==> config.mk <==
export PLATFORM = sky130hd
export DESIGN_NAME = cs_out_ctl
export DESIGN_NICKNAME = d
export VERILOG_FILES = /design/src/rtl/cs_out_ctl.sv
export SDC_FILE = /design/constraint.sdc
export NUM_CORES = 1
export LEC_CHECK = 0
export BUFFER_PORTS_ARGS = -buffer_cell sky130_fd_sc_hd__buf_4
export CAP_MARGIN = 5
export CORE_MARGIN = 4
export CORE_UTILIZATION = 30
export CTS_CLUSTER_SIZE = 10
export DETAILED_ROUTE_END_ITERATION = 16
export PLACE_DENSITY = 0.65
export SKIP_LAST_GASP = 1
export SLEW_MARGIN = 20
export SYNTH_ARGS = -nofsm -noshare
export SYNTH_HDL_FRONTEND = slang
export SYNTH_SLANG_ARGS = --single-unit
==> constraint.sdc <==
create_clock -name clk -period 1.1 [get_ports clk]
set_clock_uncertainty 0.2 [all_clocks]
set_input_delay 0.055 -clock clk [delete_from_list [all_inputs] [get_ports clk]]
set_output_delay 0.055 -clock clk [all_outputs]
set_load 0.01 [all_outputs]
==> src/rtl/cs_out_ctl.sv <==
module cs_out_ctl #(
  parameter int N = 8
) (
  input  logic           clk,
  input  logic           rst_n,
  input  logic           bus_sel,
  input  logic           bus_wr,
  input  logic [1:0]     bus_addr,
  input  logic [2*N-1:0] bus_wdata,
  output logic [2*N-1:0] bus_rdata,
  output logic [N-1:0]   pin_out
);
  localparam logic [1:0] A_CFG   = 2'd0;
  localparam logic [1:0] A_FORCE = 2'd1;
  localparam logic [1:0] A_STAT  = 2'd2;

  logic [N-1:0] lat_q, inv_q, csen_q;
  logic [N-1:0] set_m, clr_m;
  logic         wr_cfg, wr_force;

  assign wr_cfg   = bus_sel && bus_wr && (bus_addr == A_CFG);
  assign wr_force = bus_sel && bus_wr && (bus_addr == A_FORCE);
  assign set_m    = bus_wdata[2*N-1:N];
  assign clr_m    = bus_wdata[N-1:0];

  always_ff @(posedge clk or negedge rst_n) begin
    if (!rst_n) begin
      lat_q  <= '1;
      inv_q  <= '0;
      csen_q <= '0;
    end else begin
      if (wr_force) lat_q <= (lat_q & ~(clr_m & ~set_m)) | (set_m & ~clr_m);
      if (wr_cfg) begin
        csen_q <= bus_wdata[2*N-1:N];
        inv_q  <= bus_wdata[N-1:0];
      end
    end
  end

  always_ff @(posedge clk or negedge rst_n) begin
    if (!rst_n) pin_out <= '1;
    else        pin_out <= lat_q ^ inv_q;
  end

  always_comb begin
    bus_rdata = '0;
    if (bus_sel && !bus_wr) begin
      case (bus_addr)
        A_CFG:   bus_rdata = {csen_q, inv_q};
        A_STAT:  bus_rdata = {{N{1'b0}}, lat_q};
        default: bus_rdata = '0;
      endcase
    end
  end
endmodule


Word level (Yosys, flattened, before mapping):

Cells that the tools add are included.

* bits in registers: 32
* bits of input ports: 22
* output and inout port bits: 24
* word-level logic and storage cells: 22

* equality and inequality tests: 2
* mux-type cells: 2
* bitwise gates (word level): 8
* reduce and logical (&&, ||, !) cells: 6

Operators by type and width (number)
* one-hot mux 16 bit (2 select lines): 1
* bitwise AND 8 bit: 3
* NOT 8 bit: 3
* two-way mux 16 bit: 1
* bitwise OR 8 bit: 1
* bitwise XOR 8 bit: 1
* logical AND 1 bit: 4
* equality test 2 x 1 -> 1 bit (second input constant): 1
* equality test 2 bit (second input constant): 1
* logical NOT 2 bit: 1
* logical NOT 1 bit: 1

Longest topological paths before layout:

* word-level depth: 5
* mapped depth: 4

Least setup slack after synthesis:

No wires, ideal clock.

* path type: input -> register
* from: input bus_addr[0]
* to: register csen_q[0]
* library setup time: 0.125 ns
* arrival: 0.866 ns
* slack: -0.091 ns
* stages on the path: 4
* buffers on the path: 2
* cell sequence: and4bb_1 buf_6 buf_12 mux2_4

* word-level cells in the longest chain between the ends: 2

RTL lines
* start, declared: RTL line 8 `input logic [1:0] bus_addr,`
* logical NOT 2 bit: RTL line 21 `assign wr_cfg = bus_sel && bus_wr && (bus_addr == A_CFG);`
* logical AND 1 bit: RTL line 21
* end signal, assigned: RTL line 34 `csen_q <= bus_wdata[2*N-1:N];`
* end, declared: RTL line 17 `logic [N-1:0] lat_q, inv_q, csen_q;`

Every way passes these cells.
A chain may end at the register's enable or synchronous reset.

Worst setup path after layout:

* from: register lat_q[5]
* to: output bus_rdata[5]

* word-level cells in the longest chain between the ends: 2

RTL lines
* start, declared: RTL line 17
* start signal, assigned: RTL line 32 `if (wr_force) lat_q <= (lat_q & ~(clr_m & ~set_m)) | (set_m & ~clr_m);`
* one-hot mux 16 bit (2 select lines): RTL line 48 `case (bus_addr)`
* two-way mux 16 bit: RTL line 47 `if (bus_sel && !bus_wr) begin`
* end, declared: RTL line 10 `output logic [2*N-1:0] bus_rdata,`

Every way passes these cells.

==> impl_summary.log <==
INFO  metric die_width = ~80 um
INFO  metric worst-slew-pin-transition = approximately 0.4 ns
INFO  metric finalMaxSlewViolations = 0
INFO  metric timing.critical_path.from_type = register
INFO  metric initial_core_util = 31.3%
INFO  metric core = 0.00475 mm^2
INFO  metric holdWs = 0.0621 ns
INFO  metric dp_hpwl = 2550 um
INFO  metric synth_top_family_by_area = multiplexers
INFO  metric htreeDepth = 2
INFO  metric met2WireLength = 1860 um
INFO  metric path_max_fanout = 2
INFO  metric static-leakage-power = 1.08 nW
INFO  metric crit_path_end_kind = output pin
INFO  metric synth.mux.area_fraction = roughly 20%
INFO  metric placement.setup.worst_slack = -0.286 ns
INFO  metric postRouteAntennaNets = 0
INFO  metric netlist_area = 0.00149 mm^2
INFO  metric synth.net_count = 136
INFO  metric ctsLongestPathBuffers = 2
INFO  metric boundaryPins = between 40 and 50
INFO  metric power_density = between 1000 and 1500 mW/mm^2
INFO  metric status = complete, but fails checks
INFO  metric detail_routed_net_length_per_standard_cell = 14.7 um
INFO  metric failing_checks = setup timing
INFO  metric fin_nets = ~220
INFO  metric rows = 25
INFO  metric synth.distinct_cells = 20
INFO  metric clkSlewWorstSetupHoldPaths = 0.06 ns
INFO  metric critical_path_class = register to output pin
INFO  metric power = 3.19 mW
INFO  metric max_freq = a little over 700 MHz
INFO  metric period_needed = 1.40 ns
INFO  metric detail_route.drc_violations = 0
INFO  metric post_drt_via_cell_ratio = 4.56
INFO  metric hold_path_class = input pin to async pin
INFO  metric floorplan.die_area = 0.00615 mm^2
INFO  metric cell_at_the_root_of_the_clock_tree = sky130_fd_sc_hd__clkbuf_8
INFO  metric cts.sinks = 32
INFO  metric yosys_most_used_dff = sky130_fd_sc_hd__dfstp_2
INFO  metric ff_latch_area = 821 um^2
INFO  metric synth_sequential_area_ratio = 55.2%
INFO  metric stdcell_area = 0.00242 mm^2
INFO  metric floorplan.die.height = slightly below 80 um
INFO  metric filler_cell_count = 431
INFO  metric route.vias.total = 1190
INFO  metric utilization = between 50% and 60%
INFO  metric critical_path.startpoint = lat_q[5]$_DFFE_PN1P_
INFO  metric worst_slew_slack_as_a_fraction_of_its_limit = 74.0%
INFO  metric clock_insertion_delay_at_the_later_pin_of_the_skew_report = approximately 0.28 ns
INFO  metric port-buffer-count = 45
INFO  metric synth_compound_area_share = 8.07%
INFO  metric grt_pass1_wl = about 6300 um
INFO  metric synth.largest_area_cell = sky130_fd_sc_hd__dfstp_2
INFO  metric place_inst = 228
INFO  metric cts_made_buffers = 5
INFO  metric synth.top_cell.area_share = 28.3%
INFO  metric postSynthCellCount = 114
INFO  metric synth_xor_area_share = 4.71%
INFO  metric number_of_standard_cells_in_the_final_layout_excluding_fillers = 261
INFO  metric ir_drop = approximately 0.48 mV
INFO  metric yosys_warnings = 0
INFO  metric tritoncts_clock_tree = built
INFO  metric dr.first_iter.drc_count = 35
INFO  metric setup-tns-final = -4.66 ns
INFO  metric drv.max_cap_violation_count = 0
INFO  metric yosys.area_share.adder = 0%
INFO  metric synth_enable_flop_cells = 0
INFO  metric detail_route.wirelength.met1 = 1670 um
INFO  metric synth.top_cells.by_count = sky130_fd_sc_hd__a21oi_1, sky130_fd_sc_hd__dfrtp_1, sky130_fd_sc_hd__dfstp_2
INFO  metric grt_usage = between 10% and 20%
INFO  metric final_critical_path_setup_slack = -0.301 ns
INFO  metric final-setup-viol-count = 28
INFO  metric timing.final.crit_share = 127%
INFO  metric drive_gt1_share = 62.4%
INFO  metric worst-endpoint-arrival = about 1.2 ns
INFO  metric post_dp_cell_area = 0.00195 mm^2
INFO  metric firstDrtPassIters = 4
INFO  metric highest_layer = met4
INFO  metric yosys.area_share.simple = 8.83%
INFO  metric first_global_vias = 1275
INFO  metric grt_start_max_net_pins = 33
INFO  metric area_delta_synth_final = 62.6%
INFO  metric rsz_0062_raised_after_global_routing = true
INFO  metric area_used_by_multi_input_combinational_logic = 698 um^2
INFO  metric globalRouteOverflowTotal = 0
INFO  metric top_cells_by_area_in_the_synthesized_netlist = sky130_fd_sc_hd__dfstp_2, sky130_fd_sc_hd__dfrtp_1, sky130_fd_sc_hd__mux2_4
INFO  metric reg2reg_from = lat_q[4]$_DFFE_PN1P_
INFO  metric ys_async_sr_fraction = 100%
INFO  metric wl_met3 = 230 um
INFO  metric hold_viol_final = 0
INFO  metric synth.ff_latch_count = 32
INFO  metric diodes = 0
INFO  metric place.gp.congestion = 0.681
INFO  metric detail_route.wirelength = 3830 um
INFO  metric grt_antenna_before_repair = 0
INFO  metric timing.critical_path.required = roughly 0.84 ns
INFO  metric synth.avg_cell_area = 13.0 um^2
metal layers:
layer,GRT usage (%),vias to the layer above
met1,16.6,588
li1,-,556
met2,21.8,40
met4,3.85,0
met5,0,-
met3,4.01,6
kinds of logic after synthesis:
family                    after synthesis
muxes                                  24
and+or+nand+nor                        21
AOI/OAI and AO/OA                      24
buffers and inverters                   5
xor gates and xnor gates                8
DFF                                    32
state kept, by name, indices dropped and copies added (netlist names):
signal,cells
csen_q,8
pin_out,8
inv_q,8
lat_q,8
cell type report:
type	instances	area share, %
Clock buffer	6	3.00
Clock inverter	1	0.207
Timing Repair Buffer	78	30.5
Multi-Input combinational cell	77	28.9
Tap cell	67	3.47
Sequential cell	32	33.9
what timing repair did:
item,CTS,global route
buffers inserted,8,3
pin swaps,10,10
endpoints found under the setup margin,24,37
endpoints found under the hold margin,56,0
hold buffers,17,0
resized for setup,19,26
critical path, stage by stage, from the launching register on:
cell	delay, ns
sky130_fd_sc_hd__dfstp_2	0.54
sky130_fd_sc_hd__mux2i_1	0.07
sky130_fd_sc_hd__nor2_1	0.12
sky130_fd_sc_hd__buf_4	0.14
final timing paths:
| path | end | slack, ns | cells after the start |
|---|---|---|---|
| worst max-delay path | bus_rdata[5] | -0.30 | 3 |
| worst min-delay path | csen_q[4]$_DFFE_PN0P_ | 0.06 | 2 |
| worst max register to register | lat_q[4]$_DFFE_PN1P_ | -0.05 | 4 |
| worst min register to register | pin_out[3]$_DFF_PN1_ | 0.26 | 1 |
| max in group asynchronous | lat_q[2]$_DFFE_PN1P_ | 0.32 | 2 |
| min in group clk | lat_q[2]$_DFFE_PN1P_ | 0.09 | 5 |
layout by cell type, fill, tap and decap left out, types with 2 or more instances in the layout:
master / instances
sky130_fd_sc_hd__a21oi_1: 12
sky130_fd_sc_hd__a21oi_2: 4
sky130_fd_sc_hd__and2_4: 8
sky130_fd_sc_hd__buf_4: 35
sky130_fd_sc_hd__buf_6: 24
sky130_fd_sc_hd__clkbuf_8: 5
sky130_fd_sc_hd__dfrtp_1: 16
sky130_fd_sc_hd__dfstp_2: 16
sky130_fd_sc_hd__dlygate4sd3_1: 17
sky130_fd_sc_hd__mux2_2: 6
sky130_fd_sc_hd__mux2_4: 10
sky130_fd_sc_hd__mux2i_1: 8
sky130_fd_sc_hd__nor2_1: 8
sky130_fd_sc_hd__o21ai_0: 2
sky130_fd_sc_hd__o21ai_2: 5
sky130_fd_sc_hd__xor2_1: 5
sky130_fd_sc_hd__xor2_2: 3
power by group:
group	internal, mW	switching, mW
clock	0.429	0.409
combinational	0.493	0.265
sequential	1.44	0.148
Power figures use the tool's default switching activity.
